## src/rtl/led_scan_pkg.sv

```systemverilog
package led_scan_pkg;
  localparam int unsigned PLANES = 2;

  // PWM on-window length for a brightness code, capped one step below the slot length
  function automatic int unsigned on_window(input int unsigned code, input int unsigned steps);
    int unsigned w;
    w = code + 1;
    if (w > steps - 1) w = steps - 1;
    return w;
  endfunction
endpackage

```

## src/rtl/led_plane_store.sv

```systemverilog
module led_plane_store #(
  parameter int DIGITS = 8,
  parameter int SEG_W  = 8,
  localparam int DIG_W = $clog2(DIGITS)
) (
  input  logic             clk,
  input  logic             rst,
  input  logic             wr_en,
  input  logic             wr_plane,
  input  logic [DIG_W-1:0] wr_addr,
  input  logic [SEG_W-1:0] wr_data,
  input  logic             rd_en,
  input  logic [DIG_W-1:0] rd_addr,
  output logic [SEG_W-1:0] rd_lo,
  output logic [SEG_W-1:0] rd_hi
);
  import led_scan_pkg::*;

  for (genvar p = 0; p < PLANES; p++) begin : g_plane
    logic [SEG_W-1:0] mem [DIGITS];
    logic [SEG_W-1:0] rd_q;

    always_ff @(posedge clk) begin
      if (wr_en && (wr_plane == p[0])) mem[wr_addr] <= wr_data;
    end

    // read-first synchronous port: the byte latched for a slot
    always_ff @(posedge clk) begin
      if (rst) rd_q <= '0;
      else if (rd_en) rd_q <= mem[rd_addr];
    end
  end

  assign rd_lo = g_plane[0].rd_q;
  assign rd_hi = g_plane[1].rd_q;
endmodule

```

## src/rtl/led_scan_timer.sv

```systemverilog
module led_scan_timer #(
  parameter int DIGITS  = 8,
  parameter int INT_W   = 4,
  parameter int FRAME_W = 8,
  localparam int DIG_W  = $clog2(DIGITS)
) (
  input  logic               clk,
  input  logic               rst,
  input  logic               tick,
  input  logic [DIG_W-1:0]   scan_limit,
  input  logic               blink_en,
  input  logic [FRAME_W-1:0] blink_frames,
  output logic [INT_W-1:0]   pwm_cnt,
  output logic [DIG_W-1:0]   digit,
  output logic               phase,
  output logic               load,
  output logic [DIG_W-1:0]   next_digit
);
  logic [FRAME_W-1:0] frame_cnt;
  logic [FRAME_W:0]   frame_lim;
  logic               wrap;

  assign load       = tick && (&pwm_cnt);
  assign wrap       = digit >= scan_limit;
  assign next_digit = wrap ? '0 : digit + 1'b1;
  assign frame_lim  = (blink_frames == '0) ? {{FRAME_W{1'b0}}, 1'b1} : {1'b0, blink_frames};

  always_ff @(posedge clk) begin
    if (rst) begin
      pwm_cnt <= '0;
      digit   <= '0;
    end else if (tick) begin
      pwm_cnt <= pwm_cnt + 1'b1;
      if (load) digit <= next_digit;
    end
  end

  always_ff @(posedge clk) begin
    if (rst || !blink_en) begin
      frame_cnt <= '0;
      phase     <= 1'b0;
    end else if (load && wrap) begin
      if ({1'b0, frame_cnt} + 1'b1 >= frame_lim) begin
        frame_cnt <= '0;
        phase     <= ~phase;
      end else begin
        frame_cnt <= frame_cnt + 1'b1;
      end
    end
  end

  // a slot ending at or beyond the limit returns the scan to digit 0
  a_r5_wrap_to_zero: assert property (@(posedge clk) disable iff (rst)
    (load && (digit >= scan_limit)) |=> (digit == '0));

  // with blink off the phase sits in the first half
  a_r8_phase_held: assert property (@(posedge clk) disable iff (rst)
    !blink_en |=> !phase);

  // the phase only moves on a frame wrap
  a_r7_phase_on_wrap: assert property (@(posedge clk) disable iff (rst)
    (blink_en && !(load && (digit >= scan_limit))) |=> $stable(phase));
endmodule

```

## src/rtl/led_seg_mixer.sv

```systemverilog
module led_seg_mixer #(
  parameter int DIGITS = 8,
  parameter int SEG_W  = 8,
  parameter int INT_W  = 4,
  localparam int DIG_W = $clog2(DIGITS),
  localparam int STEPS = 1 << INT_W
) (
  input  logic              clk,
  input  logic              rst,
  input  logic [INT_W-1:0]  pwm_cnt,
  input  logic [DIG_W-1:0]  digit,
  input  logic              phase,
  input  logic [SEG_W-1:0]  slot_lo,
  input  logic [SEG_W-1:0]  slot_hi,
  input  logic              blink_en,
  input  logic [INT_W-1:0]  intensity,
  input  logic              shutdown,
  output logic [DIGITS-1:0] digit_en,
  output logic [SEG_W-1:0]  seg_out
);
  import led_scan_pkg::*;

  logic [DIGITS-1:0] dig_dec;
  logic [INT_W:0]    window;
  logic              lit_now;
  logic [SEG_W-1:0]  pick;

  for (genvar i = 0; i < DIGITS; i++) begin : g_dec
    assign dig_dec[i] = (digit == i[DIG_W-1:0]);
  end

  assign window  = (INT_W+1)'(on_window(int'(intensity), STEPS));
  assign lit_now = {1'b0, pwm_cnt} < window;
  assign pick    = (blink_en && phase) ? slot_hi : slot_lo;

  always_ff @(posedge clk) begin
    if (rst || shutdown) begin
      digit_en <= '0;
      seg_out  <= '0;
    end else begin
      digit_en <= dig_dec;
      seg_out  <= lit_now ? pick : '0;
    end
  end

  // never more than one digit selected
  a_r4_one_digit: assert property (@(posedge clk) disable iff (rst)
    $onehot0(digit_en));

  // shutdown darkens both outputs on the next clock
  a_r9_shutdown_dark: assert property (@(posedge clk) disable iff (rst)
    shutdown |=> (digit_en == '0 && seg_out == '0));

  // the last tick of each slot is always dark
  a_r6_last_tick_dark: assert property (@(posedge clk) disable iff (rst)
    (&pwm_cnt) |=> (seg_out == '0));

  // with blink off the high plane is not consulted
  a_r2_low_plane_only: assert property (@(posedge clk) disable iff (rst)
    (!blink_en && !shutdown && lit_now) |=> (seg_out == $past(slot_lo)));
endmodule

```

## src/rtl/led_blink_scan.sv

```systemverilog
module led_blink_scan #(
  parameter int DIGITS  = 8,
  parameter int SEG_W   = 8,
  parameter int INT_W   = 4,
  parameter int FRAME_W = 8,
  localparam int DIG_W  = $clog2(DIGITS)
) (
  input  logic               clk,
  input  logic               rst,
  input  logic               tick,
  input  logic               wr_en,
  input  logic               wr_plane,
  input  logic [DIG_W-1:0]   wr_addr,
  input  logic [SEG_W-1:0]   wr_data,
  input  logic               blink_en,
  input  logic [INT_W-1:0]   intensity,
  input  logic [DIG_W-1:0]   scan_limit,
  input  logic [FRAME_W-1:0] blink_frames,
  input  logic               shutdown,
  output logic [DIGITS-1:0]  digit_en,
  output logic [SEG_W-1:0]   seg_out
);
  logic [INT_W-1:0] pwm_cnt;
  logic [DIG_W-1:0] digit, next_digit;
  logic             phase, load;
  logic [SEG_W-1:0] slot_lo, slot_hi;

  led_scan_timer #(.DIGITS(DIGITS), .INT_W(INT_W), .FRAME_W(FRAME_W)) u_timer (
    .clk, .rst, .tick, .scan_limit, .blink_en, .blink_frames,
    .pwm_cnt, .digit, .phase, .load, .next_digit
  );

  led_plane_store #(.DIGITS(DIGITS), .SEG_W(SEG_W)) u_store (
    .clk, .rst, .wr_en, .wr_plane, .wr_addr, .wr_data,
    .rd_en(load), .rd_addr(next_digit), .rd_lo(slot_lo), .rd_hi(slot_hi)
  );

  led_seg_mixer #(.DIGITS(DIGITS), .SEG_W(SEG_W), .INT_W(INT_W)) u_mix (
    .clk, .rst, .pwm_cnt, .digit, .phase, .slot_lo, .slot_hi,
    .blink_en, .intensity, .shutdown, .digit_en, .seg_out
  );
endmodule

```

## config.mk

```make
export PLATFORM = sky130hd
export DESIGN_NAME = led_blink_scan
export DESIGN_NICKNAME = d
export VERILOG_FILES = /design/src/rtl/led_scan_pkg.sv /design/src/rtl/led_plane_store.sv /design/src/rtl/led_scan_timer.sv /design/src/rtl/led_seg_mixer.sv /design/src/rtl/led_blink_scan.sv
export SDC_FILE = /design/constraint.sdc
export NUM_CORES = 1
export LEC_CHECK = 0
export ABC_CLOCK_PERIOD_IN_PS = 3400
export CORE_MARGIN = 2
export CORE_UTILIZATION = 42
export CTS_CLUSTER_DIAMETER = 200
export DETAILED_ROUTE_END_ITERATION = 7
export MAX_ROUTING_LAYER = met4
export PLACE_DENSITY = 0.68
export SYNTH_ARGS = -nofsm -noshare
export SYNTH_HDL_FRONTEND = slang
export SYNTH_SLANG_ARGS = --single-unit
```

## constraint.sdc

```tcl
create_clock -name clk -period 3.4 [get_ports clk]
set_input_delay 0.51 -clock clk [delete_from_list [all_inputs] [get_ports clk]]
set_output_delay 0.51 -clock clk [all_outputs]
set_load 0.01 [all_outputs]
```

## Yosys cells after proc, flatten, opt, wreduce, memory -nomap -nowiden

Memories as Yosys holds them, arrays and structs flattened. A register that Yosys moved wholly into a read port is not among the register bits.
Cells that the tools add are included.
Widths: inputs -> output; s select.

- Flip-flop bits (word level): 32
- Word-level logic and storage cells: 50
- Memories: 2
- Bits in writable memories: 128

Memory list:

| memory | depth | width | read ports | clocked after memory_dff | wr ports | line | text |
|---|---|---|---|---|---|---|---|
| u_store.g_plane[0].mem | 8 | 8 | 1 | 1 | 1 | led_plane_store.sv:20 | `logic [SEG_W-1:0] mem [DIGITS];` |
| u_store.g_plane[1].mem | 8 | 8 | 1 | 1 | 1 | led_plane_store.sv:20 |  |

- Bitwise operators: 3
- Eq/ne operators: 7
- Mux-type cells: 9
- Reduce and logical (&&, ||, !) cells: 14
- Order comparisons: 4
- Add/sub/neg operators: 5

Operator list:

| cell | count |
|---|---|
| $gt 32x4->1 const B | 1 |
| $mux 8 | 3 |
| $eq 3x3->1 const B | 4 |
| $add 8x1->9 const B | 1 |
| $ge 9x9->1 | 1 |
| $add 8x1->8 const B | 1 |
| $logic_not 8->1 | 1 |
| $eq 3x2->1 const B | 2 |
| $add 4x1->5 const B | 1 |
| $logic_and 1x1->1 | 5 |
| $lt 4x5->1 | 1 |
| $mux 5 | 1 |
| $add 4x1->4 const B | 1 |
| $mux 1 | 4 |
| $reduce_and 2->1 | 2 |
| $reduce_and 4->1 | 1 |
| $add 3x1->3 const B | 1 |
| $eq 3x1->1 const B | 1 |
| $ge 3x3->1 | 1 |
| $logic_not 3->1 | 1 |
| $mux 3 | 1 |
| $not 1->1 | 3 |
| $logic_or 1x1->1 | 2 |
| $reduce_or 2->1 | 1 |
| $logic_not 1->1 | 1 |

## Longest topological paths before layout

Gate-level depths: netlist of run 1.

- Depth after elaboration: 6
- Depth in mapped cells: 11
- Mapped depth without buffers: 10

## Modules after synthesis

From an unflattened synthesis of run 1, not the netlist that was laid out.

- Cell total of the unflattened synthesis: 529
- Area, all modules: 7465.9 um^2

By module, submodules not included:

| module | seq. area each (um^2) | times used | area an instance (um^2) | cells each |
|---|---|---|---|---|
| led_plane_store | 4164.0 | 1 | 5582.9 | 317 |
| led_scan_timer | 320.3 | 1 | 1189.9 | 145 |
| led_seg_mixer | 320.3 | 1 | 693.2 | 67 |

## Worst setup path before layout of run 1

Ideal clock, no wire load.

- Path kind: reg-to-reg
- Start point: register u_timer.frame_cnt[0]
- End point: register u_timer.phase
- Arrival time: 2.191 ns
- Required time: 3.277 ns
- Stages on the path, launching flop included: 11
- Slack: 1.086 ns
- Path through: dfxtp_1 > ha_1 > nand3_1 > or2_4 > xnor2_1 > ha_1 > nand2_1 > nor2_1 > nand2_1 > a21oi_2 > mux2_1

- Word-level cells in the longest chain between the ends: 3

Ends and longest elaborated chain:

| item | line | text |
|---|---|---|
| from (decl) | led_scan_timer.sv:19 | `logic [FRAME_W-1:0] frame_cnt;` |
| from (signal assigned) | led_scan_timer.sv:47 | `frame_cnt <= frame_cnt + 1'b1;` |
| $add 8x1->9 | led_scan_timer.sv:43 | `if ({1'b0, frame_cnt} + 1'b1 >= frame_lim) begin` |
| $ge 9x9->1 | led_scan_timer.sv:43 |  |
| $reduce_and 2->1 (no line) | - |  |
| to (signal assigned) | led_scan_timer.sv:45 | `phase <= ~phase;` |
| to (decl) | led_scan_timer.sv:15 | `output logic phase,` |

No other way between the ends.
A chain may end at the register's enable or synchronous reset.

## Final worst setup path of run 1

Same ends and word-level chain as after synthesis.

==> results.txt, run 1 <==
- Entering global routing, the biggest net connects 56 pins.
* CTS tree: built
- Wire length per cell after detailed routing: 18.4 um
- Yosys cell types: 56
- After clock tree synthesis, the clock-pin slew on the worst setup and hold paths is 70 ps.
* Routed vias/inst: 5.49
* Proportion of power drawn by the clock network: 0.436
- Total placed instance area: 8180 um2
- The share of synthesized area in the top cell type comes to 0.514.
- Synthesized net count: around 640
- Register share of total power: 0.526
- Fraction of power spent switching nets: 0.226
- Die span in y: 137 um
* Clock insertion delay at the later pin of the skew report: around 430 ps
- The number of global-route vias before repair is 4813.
- Number of nets in the final layout: 691
- Critical path class: reg -> reg
* Sink Count: 176
- Status: finished clean
* Peak supply drop: 0.491 mV
- In this run the worst path has a maximum fanout of 5.
- The share of total power dissipated in combinational logic is 0.038.
- Post-CTS Resized: 0
* Main synth FF type: sky130_fd_sc_hd__edfxtp_1
- Launching element of the worst setup path: u_timer.frame_cnt[0]
* Number of design-rule violations left by the first detailed-router iteration: 389
- Fraction of layout cells with a size suffix above 1: 0.123
- Met3 track utilization from global routing: 0.0497
* Final worst-path cycle share: 0.789
* Initial antenna violation count: 0
- Synthesis inferred 176 register bits.
- Slew of the pin with the lowest slew margin: 1100 ps
- Total power consumption of the routed design: 4.46 mW
- The average instance in the mapped netlist occupies 12.9 um2.
- Number of buffers inserted to repair setup after CTS: 0
- X dimension of the die: between 100 and 150 um
- The routed design has 16.1 mm of wire.
- Across all register-to-register paths, the minimum setup slack is 720 ps.
- Setup total negative slack on the finished layout was measured at 0 ps.
- Number of max-cap violations: 0
* Worst EP required: 3720 ps
* Setup repair after global routing missed its margin: no
* Relative area change from synthesis to final layout: 17.7%
- The HPWL after detailed placement is 10.6 mm.
- Total setup violations reported at the end of the flow: 0
- Counting the buffers created by CTS gives 17.
* Final estimated routing congestion in global placement: about 0.78
- Startpoint type of the worst setup path: flip-flop
- The core region is 17400 um2.
* DRT Pass-1 Iters: 5
- Top library cells by usage in the layout, fill and taps aside: sky130_fd_sc_hd__edfxtp_1, sky130_fd_sc_hd__nor2_1, sky130_fd_sc_hd__clkdlybuf4s50_1
* Setup crit end kind: flip-flop
* Largest cells by area after synthesis: sky130_fd_sc_hd__edfxtp_1, sky130_fd_sc_hd__dfxtp_1, sky130_fd_sc_hd__ha_1, sky130_fd_sc_hd__nor2_1, sky130_fd_sc_hd__mux2_2
- DRT antenna net count: 0
- After detailed routing, the number of remaining DRC violations is 0.
- The first global-routing pass estimated 25.2 mm of wire.
* Number of antenna diodes: 0
* Max-slew headroom at the worst pin: 0.262
- Number of instances in the synthesized netlist: 581
* Area of the die: 18900 um2
* Maximum achievable frequency: 373 MHz
- GR Layer Usage met1: 0.221
- In this run the cell area of the synthesized design comes to ~7500 um2.
- The clock passes through at most 2 buffers.
- The internal portion of the total power is between 3 and 4 mW.
- I/O pins: between 40 and 50
- Most common cell after layout, fill and taps aside: sky130_fd_sc_hd__edfxtp_1
* Finished layout cell area: 8790 um2
- Endpoint of the worst setup timing path: u_timer.phase
* Total power density per cell area: 507 nW/um2
* Placement Rows: between 40 and 50
* CTS root buffer: sky130_fd_sc_hd__clkbuf_16
- Met2 GRT Util: 0.308
* Port Buffer Count: 48
- Hold Crit Start: u_store.rd_lo[4]
- For the final database, setup skew stands at 11.3 ps.
* Post-Place Cells: between 800 and 900
* Number of pins exceeding their max-slew limit in the final report: 0
- Worst flop-to-flop path startpoint: u_timer.frame_cnt[0]
- Top cell type by total area after synthesis: sky130_fd_sc_hd__edfxtp_1
- Data arrival time of the critical path: 3010 ps
- Across all layers, the routed design uses approximately 4800 vias.
- Fill cells in the final layout number 1456.
* GR peak layer: met2
- The share of the Yosys chip area taken by registers is 0.643.
* Count of warnings emitted by yosys: 0
* Final critical delay including setup and external delays: 2680 ps
* H-tree level count: 4
* Cell count of the worst reg-to-reg path: 10
- Overall fraction of global-route tracks in use: 0.186
* Min-delay worst type: reg -> reg
- Leakage power summed over all cells: 3.00 nW
- In this run, post-CTS hold repair placed 0 buffers.
* Proportion of register bits with asynchronous set or reset after synthesis: 0
- The endpoint identified for the worst register-to-register timing path is u_timer.phase.
- Count of flip-flops with a built-in enable after synthesis: 128
* Switching power: slightly above 1 mW
- Final std cells w/o fill: 873
- Final Hold Violating Endpoints: 0
- Overflow after GRT: 0
- The initial utilization of the core area, before any placement, comes to 0.430.
-- cell families after synthesis --
| logic type | Yosys count | share of synthesized area |
|---|---|---|
| flip-flops | 176 | 0.643 |
| XOR/XNOR | 9 | 0.0106 |
| AO/OA/AOI/OAI | 120 | 0.116 |
| AND/OR/NAND/NOR | 176 | 0.113 |
| multiplexers | 35 | 0.0499 |
| buffers and inverters | 42 | 0.0288 |
| adder cells (fa/ha/maj) | 23 | 0.0385 |
-- power groups by stage --
stage               clock, mW  combinational (mW)  sequential [mW]
floorplan                   0              0.0784             2.39
global placement            0               0.164             2.39
detailed placement          0               0.170             2.39
CTS                      1.97               0.171             2.34
global route             2.07               0.186             2.35
finish                   1.94               0.169             2.35
-- synth_stat cells, drive strengths merged (13+ instances only) --
library cell    n
o22ai          16
o211ai         18
nand3          32
edfxtp        128
buf            21
mux2           18
a21oi          35
inv            13
mux2i          17
nand2          41
ha             23
a211o          15
nor2           61
dfxtp          48
o2bb2ai        15
-- worst min path at each step --
stage / endpoint / depth (start not counted)
4_1_cts: u_mix.seg_out[4] / 2
5_1_grt: u_store.rd_lo[3] / 2
2_1_floorplan: u_store.rd_lo[1] / 2
3_3_place_gp: u_store.rd_lo[3] / 2
6_report: u_mix.seg_out[4] / 2
3_5_place_dp: u_mix.seg_out[4] / 2
-- cell type report --
cell class / instances / area (um2) / share of cell area
Multi-Input combinational cell: 363 / 2450 / 0.279
Tap cell: 225 / 282 / 0.0320
Inverter: 14 / 52.6 / 0.00598
Sequential cell: 176 / 4810 / 0.547
Clock inverter: 15 / 180 / 0.0205
Timing Repair Buffer: 63 / 593 / 0.0675
Clock buffer: 17 / 425 / 0.0484
-- per-stage QoR --
step | utilization | setup slack, ps | hold slack (ps)
finish | 0.506 | 717 | 459
global route | 0.506 | 491 | 487
CTS | 0.506 | 690 | 458
detailed placement | 0.472 | 480 | 447
global placement | 0.472 | 548 | 449
floorplan | - | 1090 | 432
-- worst max-delay path, cell delays in order (launching register included) --
cell                      delay, ps
sky130_fd_sc_hd__dfxtp_1        420
sky130_fd_sc_hd__ha_1           280
sky130_fd_sc_hd__nand3_1        120
sky130_fd_sc_hd__or2_4          280
sky130_fd_sc_hd__xnor2_1        130
sky130_fd_sc_hd__ha_1           280
sky130_fd_sc_hd__nand2_1         60
sky130_fd_sc_hd__nor2_1         260
sky130_fd_sc_hd__nand2_1        230
sky130_fd_sc_hd__a21oi_2        180
sky130_fd_sc_hd__mux2_1         330
-- routing by layer --
| metal | vias up | share of wire | wire (um) |
|---|---|---|---|
| met4 | 0 | 0.017 | 277 |
| met2 | 153 | 0.49 | 7820 |
| met1 | 2321 | 0.44 | 7050 |
| met5 | - | 0 | 0 |
| met3 | 22 | 0.057 | 913 |
| li1 | 2297 | - | - |
-- sequential cells by signal, indices dropped and copies added, names as in the netlist --
name,cells
u_mix.digit_en,8
u_mix.seg_out,8
u_store.g_plane.mem,128
u_store.rd_hi,8
u_store.rd_lo,8
u_timer.digit,3
u_timer.frame_cnt,8
u_timer.phase,1
u_timer.pwm_cnt,4
Note: power is estimated with default switching activity, not from simulation.
==> inputs of run 2 (changes only) <==
--- a/config.mk
+++ b/config.mk
@@ -5,7 +5,7 @@
 export SDC_FILE = /design/constraint.sdc
 export NUM_CORES = 1
 export LEC_CHECK = 0
-export ABC_CLOCK_PERIOD_IN_PS = 3400
+export ABC_CLOCK_PERIOD_IN_PS = 2500
 export CORE_MARGIN = 2
 export CORE_UTILIZATION = 42
 export CTS_CLUSTER_DIAMETER = 200
==> constraint.sdc (replaced) <==
create_clock -name clk -period 2.5 [get_ports clk]
set_input_delay 0.375 -clock clk [delete_from_list [all_inputs] [get_ports clk]]
set_output_delay 0.375 -clock clk [all_outputs]
set_load 0.01 [all_outputs]
==> results.txt, run 2 (synthesis results as in run 1) <==
- The run finished with clean final reports.
- Total power density per cell area: 669 nW/um2
- The worst register-to-register path has a setup slack of roughly 140 ps.
- In the post-route analysis, the smallest setup slack over all paths is around 140 ps.
* Min-delay worst type: reg -> reg
- In the routed design, unresolved DRC markers number 0.
- Number of nets in the final layout: 715
- Along the worst path, the maximum fanout reaches 4.
* End point of the worst hold path: u_store.rd_lo[5]
- Largest register FFs: around 130
- Overall fraction of global-route tracks in use: 0.188
- Static timing analysis puts the maximum clock frequency at 424 MHz.
- For the pin with the worst max-slew slack, the measured transition is 1070 ps.
- The worst setup path is captured at a flip-flop.
- I/O pins: 49
- Clock transition time at the flip-flop clock pins of the worst setup and hold paths: about 60 ps
- Data arrival time of the critical path: 2660 ps
- Area occupied by multi-input gates: 2470 um2
* Worst-case clock skew: 12.0 ps
- The number of global-route vias before repair came to 4901.
- Total Routed Length: 16.3 mm
- Floorplan Core Area: roughly 17000 um2
- Half-perimeter wire length after placement: 10.9 mm
- The count of buffers added on input and output ports is 48.
- Clock latency on the worst-skew pair, taken at its later pin, is 430 ps.
- The initial utilization of the core area, before any placement, comes to 0.430.
- Number of stages on the worst hold path: 2
* Max-slew headroom at the worst pin: 0.285
- Number of max-cap violations: 0
- Relative area change from synthesis to final layout: 20.8%
- TritonCTS built the clock tree.
- The top cell types in the final layout, fill and taps aside, are sky130_fd_sc_hd__edfxtp_1, sky130_fd_sc_hd__nor2_1, sky130_fd_sc_hd__clkdlybuf4s50_1.
* Maximum clock insertion buffer count: 2
- Number of pins exceeding their max-slew limit in the final report: 0
- The endpoint identified for the worst register-to-register timing path is u_timer.phase.
- In this run the number of H-tree levels came out at 4.
* Leakage power summed over all cells: between 3 and 4 nW
- The filler cells instantiated in the layout total about 1500.
- The first routing iteration left 387 violations.
- Overflow after GRT: 0
* Wire length per cell after detailed routing: 18.2 um
* Setup repair after global routing missed its margin: no
- In the final timing run, aggregate negative setup slack is 0 ps.
- Measured on the finished design, the core utilization comes to 0.520.
* Most common cell after layout, fill and taps aside: sky130_fd_sc_hd__edfxtp_1
- Total placed instance area: 8410 um2
- Sequential standard cell area: 4810 um2
* Final Hold Violating Endpoints: 0
- The startpoint identified for the worst hold timing path is u_store.rd_lo[5].
* Number of vias in the routed layout: 4925
- Worst flop-to-flop path startpoint: u_timer.frame_cnt[1]
- u_store.g_plane.mem holds more flip-flops than any other register.
* DRT Pass-1 Iters: 7
* Final worst-path cycle share: 0.944
* Placement Rows: 48
* DRT antenna net count: 0
- Final estimated routing congestion in global placement: 0.833
- After routing the design area is 9030 um2.
* Number of antenna diodes: 0
- Cts bufs inserted: 17
* Total setup violations reported at the end of the flow: 0
* Die span in y: 137 um
- Area of the die: around 19000 um2
- Final critical delay including setup and external delays: 2360 ps
* Critical path class: reg -> reg
- X dimension of the die: 137 um
- Dividing the detail-routed via count by the number of cells gives 5.49.
- Entering global routing, the biggest net connects 54 pins.
- Prior to clock tree synthesis, the placed netlist has a worst setup slack of -196 ps.
- Fraction of layout cells with a size suffix above 1: 0.161
- Total power consumption of the routed design: 6.04 mW
* Worst EP required: 2800 ps
* First-pass GRT wire length: roughly 26 mm
- The worst setup path is launched from a flip-flop.
- Cell count of the worst reg-to-reg path: 10
* Hold-fix buffer count after cts: 0
* Peak supply drop: 0.507 mV
- In this run the clock root is driven by a sky130_fd_sc_hd__clkbuf_16.
- Counting every sink on the clock net gives 176.
- Initial antenna violation count: 0
-- run 2: cell types whose count changed in the layout (fill, tap and decap cells not counted), moves of 2 or more --
| cell | change |
|---|---|
| sky130_fd_sc_hd__buf_4 | +20 |
| sky130_fd_sc_hd__buf_12 | +4 |
| sky130_fd_sc_hd__clkinv_8 | -4 |
| sky130_fd_sc_hd__clkinvlp_4 | +3 |
| sky130_fd_sc_hd__clkinv_4 | +2 |
-- run 2: layer usage --
metal / GRT usage / vias to the layer above / part of all wire
li1: - / 2346 / -
met1: 0.227 / 2382 / 0.43
met2: 0.307 / 168 / 0.49
met3: 0.0383 / 29 / 0.057
met4: 0.0842 / 0 / 0.029
met5: - / - / 0
-- run 2: area by class of cell --
| type | count | share of cell area |
|---|---|---|
| Clock buffer | 18 | 0.0475 |
| Clock inverter | 14 | 0.0177 |
| Inverter | 14 | 0.00582 |
| Multi-Input combinational cell | 363 | 0.274 |
| Sequential cell | 176 | 0.533 |
| Tap cell | 225 | 0.0312 |
| Timing Repair Buffer | 87 | 0.0912 |
-- run 2: metrics by stage --
stage | hold slack (ps) | cells
global placement | 448 | 864
finish | 471 | 897
CTS | 475 | 896
floorplan | 432 | 581
detailed placement | 463 | 864
global route | 498 | 897
-- run 2: repair_timing --
item | CTS | global route
endpoints found under the setup margin | 0 | 8
endpoints found under the hold margin | 0 | 0
setup buffers | 0 | 1
gates resized for setup | 0 | 6
-- run 2: worst max-delay path by stage --
stage | startpoint | to | slack [ps] | cells after the start
2_1_floorplan | u_timer.frame_cnt[0] | u_timer.phase | 190 | 10
3_3_place_gp | blink_frames[5] | u_timer.frame_cnt[2] | -80 | 9
5_1_grt | u_timer.frame_cnt[0] | u_timer.frame_cnt[2] | 10 | 11
4_1_cts | u_timer.frame_cnt[2] | u_timer.frame_cnt[2] | 40 | 10
3_5_place_dp | blink_frames[5] | u_timer.frame_cnt[2] | -200 | 9
6_report | u_timer.frame_cnt[1] | u_timer.phase | 140 | 10
-- run 2: power breakdown --
group          leakage [nW]  switching (mW)  internal (mW)
Sequential             1.54          0.0155           3.17
Combinational          1.30           0.140          0.104
Clock                 0.273            1.12           1.48
Total                  3.12            1.28           4.76
-- run 2: worst max-delay path, stage by stage, from the launching register on --
cell                      delay (ps)
sky130_fd_sc_hd__dfxtp_1         380
sky130_fd_sc_hd__ha_1            200
sky130_fd_sc_hd__nand3_1          90
sky130_fd_sc_hd__or2_4           260
sky130_fd_sc_hd__xnor2_1         130
sky130_fd_sc_hd__ha_1            280
sky130_fd_sc_hd__nand2_1          60
sky130_fd_sc_hd__o21ai_0         190
sky130_fd_sc_hd__o21ba_4         190
sky130_fd_sc_hd__a21oi_2         140
sky130_fd_sc_hd__mux2_1          330
